<file path="src/rtl/vvc_pkg.sv">
package vvc_pkg;
  localparam int unsigned REG_W = 16;

  typedef enum logic [2:0] {
    OPC_NOP      = 3'b000,
    OPC_GETCLR   = 3'b100
  } vvc_opcode_e;

  localparam logic ADDR_OP  = 1'b0;
  localparam logic ADDR_VID = 1'b1;

  localparam int unsigned BIT_BUSY   = 15;
  localparam int unsigned BIT_MEMBER = 6;
  localparam int unsigned BIT_MISS   = 5;

  function automatic logic [REG_W-1:0] make_op_word(
    input logic       busy,
    input logic       member,
    input logic       miss,
    input logic [3:0] port
  );
    logic [REG_W-1:0] w;
    w = '0;
    w[BIT_BUSY]   = busy;
    w[BIT_MEMBER] = member;
    w[BIT_MISS]   = miss;
    w[3:0]        = port;
    return w;
  endfunction

  function automatic logic [REG_W-1:0] make_vid_word(input logic [REG_W-1:0] vid_ext);
    return vid_ext;
  endfunction

  function automatic logic is_getclr(input logic [REG_W-1:0] wdata);
    return wdata[BIT_BUSY] && (wdata[14:12] == OPC_GETCLR);
  endfunction
endpackage

</file>
<file path="src/rtl/vvc_capture.sv">
module vvc_capture #(
  parameter int unsigned PORT_W = 4,
  parameter int unsigned VID_W  = 12
) (
  input  logic              clk,
  input  logic              rst_n,
  input  logic              strobe_i,
  input  logic [PORT_W-1:0] port_i,
  input  logic [VID_W-1:0]  vid_i,
  input  logic              member_i,
  input  logic              miss_i,
  input  logic              clear_i,
  output logic              accept_o,
  output logic              pending_o,
  output logic [PORT_W-1:0] held_port_o,
  output logic [VID_W-1:0]  held_vid_o,
  output logic              held_member_o,
  output logic              held_miss_o
);
  logic is_violation;

  assign is_violation = strobe_i && (member_i || miss_i);
  assign accept_o     = is_violation && (!pending_o || clear_i);

  always_ff @(posedge clk or negedge rst_n) begin
    if (!rst_n) begin
      pending_o     <= 1'b0;
      held_port_o   <= '0;
      held_vid_o    <= '0;
      held_member_o <= 1'b0;
      held_miss_o   <= 1'b0;
    end else if (accept_o) begin
      pending_o     <= 1'b1;
      held_port_o   <= port_i;
      held_vid_o    <= vid_i;
      held_member_o <= member_i;
      held_miss_o   <= miss_i;
    end else if (clear_i) begin
      pending_o     <= 1'b0;
    end
  end
endmodule

</file>
<file path="src/rtl/vvc_cmd.sv">
module vvc_cmd #(
  parameter int unsigned LAT = 2
) (
  input  logic clk,
  input  logic rst_n,
  input  logic start_i,
  output logic busy_o,
  output logic done_o
);
  localparam int unsigned CNT_W = (LAT < 2) ? 1 : $clog2(LAT);
  localparam logic [CNT_W-1:0] CNT_LOAD = CNT_W'(LAT - 1);

  logic [CNT_W-1:0] cnt_q;

  assign done_o = busy_o && (cnt_q == '0);

  always_ff @(posedge clk or negedge rst_n) begin
    if (!rst_n) begin
      busy_o <= 1'b0;
      cnt_q  <= '0;
    end else if (!busy_o) begin
      if (start_i) begin
        busy_o <= 1'b1;
        cnt_q  <= CNT_LOAD;
      end
    end else if (done_o) begin
      busy_o <= 1'b0;
    end else begin
      cnt_q <= cnt_q - 1'b1;
    end
  end
endmodule

</file>
<file path="src/rtl/vvc_regs.sv">
module vvc_regs
  import vvc_pkg::*;
#(
  parameter int unsigned PORT_W = 4,
  parameter int unsigned VID_W  = 12
) (
  input  logic              clk,
  input  logic              rst_n,
  input  logic              load_i,
  input  logic              pending_i,
  input  logic [PORT_W-1:0] held_port_i,
  input  logic [VID_W-1:0]  held_vid_i,
  input  logic              held_member_i,
  input  logic              held_miss_i,
  input  logic              busy_i,
  input  logic              addr_i,
  output logic [REG_W-1:0]  rdata_o,
  output logic [PORT_W-1:0] rd_port_o,
  output logic [VID_W-1:0]  rd_vid_o,
  output logic              rd_member_o,
  output logic              rd_miss_o
);
  logic [3:0]       port_ext;
  logic [REG_W-1:0] vid_ext;

  always_ff @(posedge clk or negedge rst_n) begin
    if (!rst_n) begin
      rd_port_o   <= '0;
      rd_vid_o    <= '0;
      rd_member_o <= 1'b0;
      rd_miss_o   <= 1'b0;
    end else if (load_i) begin
      rd_port_o   <= pending_i ? held_port_i   : '0;
      rd_vid_o    <= pending_i ? held_vid_i    : '0;
      rd_member_o <= pending_i && held_member_i;
      rd_miss_o   <= pending_i && held_miss_i;
    end
  end

  assign port_ext = 4'(rd_port_o);
  assign vid_ext  = REG_W'(rd_vid_o);

  always_comb begin
    if (addr_i == ADDR_VID) rdata_o = make_vid_word(vid_ext);
    else                    rdata_o = make_op_word(busy_i, rd_member_o, rd_miss_o, port_ext);
  end
endmodule

</file>
<file path="src/rtl/vlan_viol_capture.sv">
module vlan_viol_capture
  import vvc_pkg::*;
#(
  parameter int unsigned PORT_W = 4,
  parameter int unsigned VID_W  = 12,
  parameter int unsigned LAT    = 2
) (
  input  logic              clk,
  input  logic              rst_n,
  input  logic              viol_valid_i,
  input  logic [PORT_W-1:0] viol_port_i,
  input  logic [VID_W-1:0]  viol_vid_i,
  input  logic              viol_member_i,
  input  logic              viol_miss_i,
  input  logic              reg_we_i,
  input  logic              reg_addr_i,
  input  logic [15:0]       reg_wdata_i,
  output logic [15:0]       reg_rdata_o,
  output logic              irq_o
);
  logic              cmd_start;
  logic              cmd_busy;
  logic              cmd_done;
  logic              cap_accept;
  logic              cap_pending;
  logic [PORT_W-1:0] held_port;
  logic [VID_W-1:0]  held_vid;
  logic              held_member;
  logic              held_miss;
  logic [PORT_W-1:0] rd_port;
  logic [VID_W-1:0]  rd_vid;
  logic              rd_member;
  logic              rd_miss;

  assign cmd_start = reg_we_i && (reg_addr_i == ADDR_OP) && is_getclr(reg_wdata_i) && !cmd_busy;
  assign irq_o     = cap_pending;

  vvc_capture #(.PORT_W(PORT_W), .VID_W(VID_W)) u_cap (
    .clk(clk), .rst_n(rst_n),
    .strobe_i(viol_valid_i), .port_i(viol_port_i), .vid_i(viol_vid_i),
    .member_i(viol_member_i), .miss_i(viol_miss_i),
    .clear_i(cmd_done), .accept_o(cap_accept), .pending_o(cap_pending),
    .held_port_o(held_port), .held_vid_o(held_vid),
    .held_member_o(held_member), .held_miss_o(held_miss)
  );

  vvc_cmd #(.LAT(LAT)) u_cmd (
    .clk(clk), .rst_n(rst_n), .start_i(cmd_start),
    .busy_o(cmd_busy), .done_o(cmd_done)
  );

  vvc_regs #(.PORT_W(PORT_W), .VID_W(VID_W)) u_regs (
    .clk(clk), .rst_n(rst_n), .load_i(cmd_done), .pending_i(cap_pending),
    .held_port_i(held_port), .held_vid_i(held_vid),
    .held_member_i(held_member), .held_miss_i(held_miss),
    .busy_i(cmd_busy), .addr_i(reg_addr_i), .rdata_o(reg_rdata_o),
    .rd_port_o(rd_port), .rd_vid_o(rd_vid),
    .rd_member_o(rd_member), .rd_miss_o(rd_miss)
  );
endmodule

</file>
<file path="config.mk">
export PLATFORM = sky130hd
export DESIGN_NAME = vlan_viol_capture
export DESIGN_NICKNAME = d
export VERILOG_FILES = /design/src/rtl/vvc_pkg.sv /design/src/rtl/vvc_capture.sv /design/src/rtl/vvc_cmd.sv /design/src/rtl/vvc_regs.sv /design/src/rtl/vlan_viol_capture.sv
export SDC_FILE = /design/constraint.sdc
export NUM_CORES = 1
export LEC_CHECK = 0
export BUFFER_PORTS_ARGS = -buffer_cell sky130_fd_sc_hd__buf_4
export CAP_MARGIN = 20
export CELL_PAD_IN_SITES_DETAIL_PLACEMENT = 0
export CELL_PAD_IN_SITES_GLOBAL_PLACEMENT = 1
export CORE_MARGIN = 1.5
export CORE_UTILIZATION = 35
export CTS_CLUSTER_SIZE = 40
export DETAILED_ROUTE_END_ITERATION = 8
export PLACE_DENSITY = 0.82
export SYNTH_ARGS = -nofsm -noshare
export SYNTH_HDL_FRONTEND = slang
export SYNTH_HIERARCHICAL = 1
export SYNTH_SLANG_ARGS = --single-unit
</file>
<file path="constraint.sdc">
create_clock -name clk -period 1.5 [get_ports clk]
set_input_delay 0.3 -clock clk [delete_from_list [all_inputs] [get_ports clk]]
set_output_delay 0.3 -clock clk [all_outputs]
set_load 0.02 [all_outputs]
</file>
[Word level (Yosys, flattened, before mapping)]
Index checks and enable logic that the tools add are counted.
Storage, ports and cells
  register bits after elaboration: 39
  bits of input ports: 39
  word-level logic and storage cells: 43
  output and inout bits: 17
Operators by class
  bitwise logic cells: 2
  muxes and demuxes: 11
  $add $sub $neg: 1
  reduce and logical (&&, ||, !) cells: 16
  equal/unequal tests: 2
Operator list (count)
  16-bit two-way mux: 1
  12-bit two-way mux: 1
  1-bit logical AND: 9
  1-bit two-way mux: 8
  4-bit two-way mux: 1
  2-bit nonzero test: 2
  3-bit equality test (second input constant): 1
  1-bit zero test: 2
  1-bit logical OR: 2
  2-bit inequality test (second input constant): 1
  1-bit NOT: 2
  2-bit AND reduction: 1
  1-bit subtractor (second input constant): 1

[Longest topological paths before layout]
Gate-level depths: netlist (run 1).
  depth in word-level cells: 6
  mapped depth: 5
  depth with buffers taken out: 4

[Cells and area by module]
The synthesis (run 1) kept the hierarchy.
By module, submodules not included
  vvc_regs: seq. area each 450.4 µm², instances 1, cells each 102, area an instance 897.1 µm²
  vvc_capture: seq. area each 475.5 µm², instances 1, cells each 43, area an instance 769.5 µm²
  vvc_cmd: seq. area each 50.0 µm², instances 1, cells each 5, area an instance 81.3 µm²
  vlan_viol_capture: seq. area each 0.0 µm², instances 1, cells each 3, area an instance 23.8 µm²

[Least setup slack after synthesis (run 1)]
No wires, ideal clock.
  path type: register -> register
  start point: register u_cmd.busy_o
  end point: register u_cap.held_port_o[2]
  buffers on the path: 1
  required time: 1.375 ns
  setup time: 0.125 ns
  stages on the path, launching flop included: 6
  arrival time: 1.458 ns
  slack: -0.083 ns
  period minus slack after synthesis: 1.583 ns
  cell sequence: dfrtp_1 > nor2b_1 > inv_1 > a21oi_4 > buf_12 > mux2_4
On the way
  word-level cells in the longest chain between the ends: 3
RTL lines
  start: declaration: line vvc_cmd.sv:7  | output logic busy_o,
  start signal: assignment: line vvc_cmd.sv:19  | busy_o <= 1'b0;
  start signal: assignment: line vvc_cmd.sv:23  | busy_o <= 1'b1;
  start signal: assignment: line vvc_cmd.sv:27  | busy_o <= 1'b0;
  1-bit logical AND: line vvc_cmd.sv:15  | assign done_o = busy_o && (cnt_q == '0);
  via cmd_done: line vlan_viol_capture.sv:23  | logic cmd_done;
  1-bit logical OR: line vvc_capture.sv:23  | assign accept_o = is_violation && (!pending_o || clear_i);
  1-bit logical AND: line vvc_capture.sv:23
  via cap_accept: line vlan_viol_capture.sv:24  | logic cap_accept;
  end signal: assignment: line vvc_capture.sv:34  | held_port_o <= port_i;
  end: declaration: line vvc_capture.sv:15  | output logic [PORT_W-1:0] held_port_o,
The timed path passes the listed nets, and every way through them passes these cells.
A chain may end at the register's enable or synchronous reset.

[Worst setup path after layout (run 1)]
  start point: register u_cmd.busy_o
  end point: register u_cap.held_vid_o[11]
On the way
  word-level cells in the longest chain between the ends: 3
RTL lines
  1-bit logical AND: line vvc_cmd.sv:15
  via cmd_done: line vlan_viol_capture.sv:23
  1-bit logical OR: line vvc_capture.sv:23
  1-bit logical AND: line vvc_capture.sv:23
  via cap_accept: line vlan_viol_capture.sv:24
  end signal: assignment: line vvc_capture.sv:35  | held_vid_o <= vid_i;
  end: declaration: line vvc_capture.sv:16  | output logic [VID_W-1:0] held_vid_o,
The timed path passes the listed nets, and every way through them passes these cells.

==> impl_summary.txt, run 1 <==
----------------------------------------------------
[Timing]
  Final Max Tran Viols ... 0
  Setup violators final ... 0
  Total negative slack for setup checks ... 0 ps
  Fin crit period ... 1420 ps
  Hold Fails Final Rpt ... 0
  Final clock period utilization by the worst path ... between 90% and 100%
  Final hold slack ... approximately 240 ps
  Clock Skew ... between 5 and 6 ps
  Setup repair after global routing missed its margin ... yes
  Timing-limited maximum frequency ... between 0.7 and 0.8 GHz

[Placed design]
  Routability cong. ... 0.682
  Port-buffer cells ... 40
  Placed wire-length estimate after detailed placement ... 2060 um

[Logic synthesis]
  Count of different cell masters after synthesis ... 20
  Cells after synthesis ... 153
  Ranking of synthesized cells by area ... dfrtp_1, mux2_4, o21ai_0, mux2_2, nand3_1
  Post-synth ARST share ... between 90% and 100%
  Area of the mapped netlist ... 1770 um^2
  Post-synth EDFFs ... 0
  Avg Cell Area, Syn ... roughly 12 um^2
  Most area-hungry cell type in the Yosys netlist ... dfrtp_1
  Fraction of synthesized cell area taken by the top area cell type ... between 50 and 60%
  Flip-flop cell with the highest count after synthesis ... dfrtp_1
  Register area share after synthesis ... 55.1%
  Number of warnings printed during yosys synthesis ... 6
  Number of flip-flops and latches in the synthesized netlist ... 39
  Ranking of synthesized cells by instance count ... dfrtp_1, o21ai_0, inv_1
  Most instantiated library cell after synthesis ... dfrtp_1

[Worst setup path]
  Setup crit end kind ... register
  Endpoint arrival time on the critical path ... 1590 ps
  Startpoint types ... register
  Worst EP required ... 1670 ps
  Biggest fanout along the worst timing path ... 18
  Worst Setup Path Type ... register to register

[CTS]
  Clock transition time at the flip-flop clock pins of the worst setup and hold paths ... 80 ps
  Number of H-tree branching levels ... 2
  CTS tree ... built
  Bufs on Longest Clock Path ... 2
  Total number of clock tree sinks ... 39
  Number of CTS-inserted buffers ... 5
  Clock latency on the worst-skew pair ... 280 ps
  Root buffer cell ... clkbuf_8

[Finish]
  Number of nets in the finished design ... 235
  Fraction of layout cells with a size suffix above 1 ... 38.1%
  Number of diodes added for antenna fixing ... 0
  Post-synthesis to final-layout area growth ... 25.7%
  Count of filler cells inserted in the layout ... 466

[GRT]
  Sum of overflow across all layers after global routing ... 0
  Wire length of the first global-routing pass ... 5340 um
  Via count of the first global-routing pass ... roughly 1200
  Overall global routing resource usage ... 12.8%
  Maximum number of pins on one net before global-route repair ... 40
  Number of antenna violations at the first check in global routing ... 0

[Routing]
  WL final ... approximately 3300 um
  Count of TritonRoute iterations in the first routing pass ... 4
  Antenna-violating nets left ... 0
  Post-detailed-route wirelength per cell ... 12.4 um
  Vias after detailed routing ... 1178
  Number of remaining DRC errors ... 0
  Mean number of vias per cell ... 4.46
  Number of DRC markers after the initial detailed-route iteration ... 64

[Power and ir drop]
  Ratio of total power to cell area ... around 1500 nW/um^2
  Static Leakage ... 0.00104 uW
  Worst vdd ir ... ~940 uV

[Die]
  Site row count ... 25
  Die Ht ... 74.1 um
  Number of top-level pins ... 56
  Initial Utilization ... 37.0%
  Area enclosed by the die boundary ... 5500 um^2
  Core region area ... between 4000 and 5000 um^2
  Chip Width ... about 74 um

[Min path]
  Class of the most critical hold timing path ... input port to register

[Run]
  Total of max-cap violations ... 0

[Outcome]
  Outcome ... finished clean

----------------------------------------------------
-- power by group --
part / internal (uW) / switching, uW / leakage, uW
sequential: 1400 / 169 / 0.000501
combinational: 436 / 338 / 0.000481
clock: 538 / 367 / 0.0000612
total: 2370 / 875 / 0.00104
-- metrics by stage --
| step | util, % | setup slack, ps | cell area [um^2] | instances | power, uW |
|---|---|---|---|---|---|
| final | 46.5 | 75.8 | 2230 | 264 | 3250 |
| after global routing | 46.5 | -16.1 | 2230 | 264 | 3440 |
| after CTS | 46.3 | 26.3 | 2220 | 263 | 3290 |
| after detailed placement | 43.6 | 42.2 | 2090 | 254 | 2370 |
| after global placement | 43.6 | 89.9 | 2090 | 254 | 2340 |
| after floorplan | - | 17.6 | 1790 | 155 | 2090 |
-- state kept, by name, indices dropped and copies added, names as in the netlist --
register and cells:
u_cmd/cnt_q 1, u_cap/held_vid_o 12, u_regs/rd_vid_o 12, u_cap/held_miss_o 1, u_regs/rd_member_o 1, u_cmd/busy_o 1, u_cap/held_port_o 4, u_regs/rd_port_o 4
u_cap/pending_o 1, u_regs/rd_miss_o 1, u_cap/held_member_o 1
-- path summary, 6_finish.rpt --
path | end | slack [ps] | start | cells past startpoint
worst max-delay path | u_cap/held_vid_o[11] | 80 | u_cmd/busy_o | 5
worst min-delay path | u_cap/held_port_o[3] | 240 | viol_port_i[3] | 2
worst max register to register | u_cap/held_vid_o[11] | 80 | u_cmd/busy_o | 5
worst min register to register | u_cap/held_port_o[0] | 510 | u_cap/held_port_o[0] | 1
max in group asynchronous | u_regs/rd_vid_o[9] | 620 | rst_n | 2
min in group asynchronous | u_cap/held_vid_o[4] | 530 | rst_n | 2
-- worst max-delay path, stage by stage (launching register included) --
cell,delay (ps)
dfrtp_1,400
nor2b_4,160
inv_1,70
a21oi_4,140
buf_12,190
mux2_2,340
-- timing repair --
| item | CTS | global route |
|---|---|---|
| hold endpoints to repair | 39 | 0 |
| hold buffers | 1 | 0 |
| buffers inserted | 0 | 1 |
| gates resized for setup | 0 | 1 |
| endpoints found under the setup margin | 0 | 10 |
-- layer usage --
layer / global-route usage, % / vias up / share of wire (%)
met2: 20.5 / 27 / 48
met4: 4.32 / 0 / 0
met5: 0 / - / 0
met1: 17.3 / 571 / 48
met3: 2.44 / 0 / 4.0
li1: - / 580 / -
-- cell families (layout without fill, tap and decap cells) --
logic type	count (synthesis)	in the layout	share of synthesized area (%)
other	1	3	0.212
AO/OA/AOI/OAI	28	28	9.04
buffers and inverters	31	73	10.9
multiplexers	19	19	14.2
flip-flops	39	39	55.1
AND/OR/NAND/NOR	35	35	10.6
-- layout by cell type (no fill, tap or decap) --
cell type | synthesis | layout
conb_1 | 1 | 3
o21ai_2 | 1 | 1
nor2b_4 | 0 | 1
dfrtp_1 | 39 | 39
a21oi_4 | 1 | 1
and2b_1 | 1 | 1
buf_12 | 1 | 1
and2_1 | 6 | 6
buf_6 | 6 | 1
nand2_1 | 7 | 7
mux2_4 | 10 | 10
bufinv_16 | 0 | 1
dlygate4sd3_1 | 0 | 1
inv_1 | 20 | 20
clkbuf_8 | 0 | 6
o21ba_1 | 1 | 1
o21ai_0 | 22 | 22
buf_4 | 4 | 42
or4b_1 | 1 | 1
mux2_2 | 9 | 9
o21ai_1 | 3 | 3
nor3_2 | 1 | 1
nand3_1 | 18 | 18
clkinv_2 | 0 | 1
-- final cells by class --
class | instances | area (um^2) | area share, %
well taps | 67 | 83.8 | 3.76
clock inverters | 2 | 35.0 | 1.57
repair buffers | 45 | 357 | 16.0
clock buffers | 6 | 82.6 | 3.71
multi-input cells | 85 | 618 | 27.8
flip-flops and latches | 39 | 976 | 43.8
inverters | 20 | 75.1 | 3.37
Note: power is estimated with default switching activity, not from simulation.
==> inputs of run 2 (changes only) <==
--- a/config.mk
+++ b/config.mk
@@ -5,15 +5,16 @@
 export SDC_FILE = /design/constraint.sdc
 export NUM_CORES = 1
 export LEC_CHECK = 0
+export ABC_AREA = 1
 export BUFFER_PORTS_ARGS = -buffer_cell sky130_fd_sc_hd__buf_4
 export CAP_MARGIN = 20
 export CELL_PAD_IN_SITES_DETAIL_PLACEMENT = 0
 export CELL_PAD_IN_SITES_GLOBAL_PLACEMENT = 1
 export CORE_MARGIN = 1.5
-export CORE_UTILIZATION = 35
+export CORE_UTILIZATION = 33
 export CTS_CLUSTER_SIZE = 40
 export DETAILED_ROUTE_END_ITERATION = 8
-export PLACE_DENSITY = 0.82
+export PLACE_DENSITY = 0.81
 export SYNTH_ARGS = -nofsm -noshare
 export SYNTH_HDL_FRONTEND = slang
 export SYNTH_HIERARCHICAL = 1
==> impl_summary.txt, run 2 <==
----------------------------------------------------
[Outcome]
  Outcome ... finished clean

[Routing]
  Count of TritonRoute iterations in the first routing pass ... 4 (unchanged)
  Antenna-violating nets left ... 0 (unchanged)
  Post-detailed-route wirelength per cell ... 10.8 um (-13%)
  Vias after detailed routing ... 1448 (+23%)
  Number of DRC markers after the initial detailed-route iteration ... 89 (+39%)
  Number of remaining DRC errors ... 0 (unchanged)
  Mean number of vias per cell ... 4.30 (-3.7%)
  WL final ... 3640 um (+11%)

[Logic synthesis]
  Number of warnings printed during yosys synthesis ... 6 (unchanged)
  Cells after synthesis ... 221 (+44%)
  Avg Cell Area, Syn ... 8.45 um^2 (-27%)
  Area of the mapped netlist ... 1870 um^2 (+5.4%)

[Timing]
  Setup violators final ... 0 (unchanged)
  Clock Skew ... 11.0 ps (+5.17 ps)
  Timing-limited maximum frequency ... 0.737 GHz (+5.0%)
  Hold Fails Final Rpt ... 0 (unchanged)
  Total negative slack for setup checks ... 0 ps (unchanged)
  Fin crit period ... 1360 ps (-68.3 ps)
  Final Max Tran Viols ... 0 (unchanged)
  Setup repair after global routing missed its margin ... no
  Final clock period utilization by the worst path ... 90.4% (-4.6 points)

[CTS]
  CTS tree ... built
  Number of H-tree branching levels ... 2 (unchanged)
  Cts repair resizes ... 0 (unchanged)
  Root buffer cell ... clkbuf_8
  Total number of clock tree sinks ... 39 (unchanged)
  Bufs on Longest Clock Path ... 2 (unchanged)
  Clock transition time at the flip-flop clock pins of the worst setup and hold paths ... 80 ps (about the same)
  Clock latency on the worst-skew pair ... 290 ps (about the same)
  Number of CTS-inserted buffers ... 5 (unchanged)

[Worst setup path]
  Biggest fanout along the worst timing path ... 19 (+1)
  Setup crit end kind ... register
  Worst Setup Path Type ... register to register
  Startpoint types ... register
  Cell seen most often among critical-path stages ... nand2_1
  Chain of cells forming the critical path ... inv_1 > nor2_1 > inv_1 > nand2_1 > nand3_1 > buf_4 > nand2_1 > nand2_1
  Critical path's slowest cell ... dfrtp_1
  Endpoint arrival time on the critical path ... 1530 ps (-60 ps)
  Worst EP required ... 1680 ps (about the same)
  Highest cell delay on the worst timing path ... 400 ps (about the same)
  Reg2reg path depth ... 8 (+3)

[GRT]
  Via count of the first global-routing pass ... 1461 (+26%)
  Number of antenna violations at the first check in global routing ... 0 (unchanged)
  Maximum number of pins on one net before global-route repair ... 40 (unchanged)
  Wire length of the first global-routing pass ... 6530 um (+22%)
  Overall global routing resource usage ... 13.6% (+0.87 points)
  Sum of overflow across all layers after global routing ... 0 (unchanged)

[Finish]
  Fraction of layout cells with a size suffix above 1 ... 26.4% (-12 points)
  Number of nets in the finished design ... 303 (+29%)
  Top Registers ... u_cap/held_vid_o x12, u_regs/rd_vid_o x12
  Post-synthesis to final-layout area growth ... 21.6%
  Leading cell type in the layout, fill and taps excluded ... nand2_1
  Commonest non-fill, non-tap cells in the layout ... nand2_1, buf_4, dfrtp_1
  Number of diodes added for antenna fixing ... 0 (unchanged)
  Number of standard cells in the layout, taps in and fillers out ... 337 (+28%)

[Power and ir drop]
  Worst vdd ir ... 633 uV (-32%)
  Static Leakage ... 0.00130 uW (+24%)
  Ratio of total power to cell area ... 1550 nW/um^2 (+6.2%)

[Placed design]
  Placed wire-length estimate after detailed placement ... 2550 um (+24%)
  Number of placed instances with taps included ... 326 (+28%)
  Port-buffer cells ... 40 (unchanged)
  Routability cong. ... 0.731 (+7.1%)

[Die]
  Die Ht ... 78.2 um (+5.5%)
  Chip Width ... 78.2 um (+5.5%)
  Area enclosed by the die boundary ... 6120 um^2 (+11%)
  Site row count ... 27 (+8.0%)
  Initial Utilization ... 34.1% (-2.9 points)
  Core region area ... 5470 um^2 (+14%)
  Number of top-level pins ... 56 (unchanged)

[Min path]
  Class of the most critical hold timing path ... input port to register
  Hold Path Stages ... 3 (+1)

[Run]
  Total of max-cap violations ... 0 (unchanged)

----------------------------------------------------
[run 2: cell count changes in the layout (fill, tap and decap cells not counted), moves of 3 or more]
cell,before,now
buf_4,42,47
mux2_4,10,0
inv_1,20,14
nand2_1,7,101
o21ai_0,22,0
nand3_1,18,30
o21ai_1,3,0
nand2_2,0,3
mux2_2,9,0
nor2_1,0,5
and2_1,6,0
nand3_2,0,8
[run 2: repair_timing]
action                                  in CTS  in global routing
endpoints found under the hold margin       39                  0
hold buffers                                 1                  0
endpoints found under the setup margin       0                  2
setup buffers                                0                  2
[run 2: worst paths after layout]
check	startpoint	endpoint	slack [ps]
setup / recovery	u_cmd/busy_o	u_cap/held_member_o	140
hold / removal	viol_vid_i[6]	u_cap/held_vid_o[6]	230
setup reg to reg	u_cmd/busy_o	u_cap/held_member_o	140
hold reg to reg	u_cap/held_vid_o[10]	u_cap/held_vid_o[10]	480
max in group asynchronous	rst_n	u_regs/rd_vid_o[5]	650
min in group asynchronous	rst_n	u_cap/held_vid_o[8]	510
[run 2: layer usage]
metal	up-vias	track usage [%]	wire length (um)
li1	756	-	-
met1	655	17.0	1720
met2	30	22.0	1680
met3	7	3.26	153
met4	0	6.96	83
met5	-	0	0
[run 2: report_power, final]
group	internal, uW	switching, uW
combinational	474	652
sequential	1480	243
clock	326	348
total	2280	1240
[run 2: critical path, delay by kind of cell (launching register included)]
family                 cells  cell delay [ps]
AND/OR/NAND/NOR            5              490
buffers and inverters      3              360
flip-flops                 1              400
[run 2: stage by stage]
step           setup WS [ps]  utilization, %  total power [uW]  cell area (um^2)  hold slack, ps
2_1_floorplan            319               -              2500              1880            4.41
3_3_place_gp             207            39.6              2850              2170             296
3_5_place_dp             176            39.6              2870              2170             296
4_1_cts                 87.8            41.2              3560              2260             222
5_1_grt                 28.6            41.5              3810              2270             234
6_report                 144            41.5              3520              2270             227
[run 2: final cells by class]
cell class | count | area, um^2
Sequential cell | 39 | 976
Fill cell | 565 | 3200
Inverter | 17 | 71.3
Tap cell | 72 | 90.1
Clock inverter | 1 | 5.00
Clock buffer | 7 | 76.3
Multi-Input combinational cell | 153 | 691
Timing Repair Buffer | 48 | 363
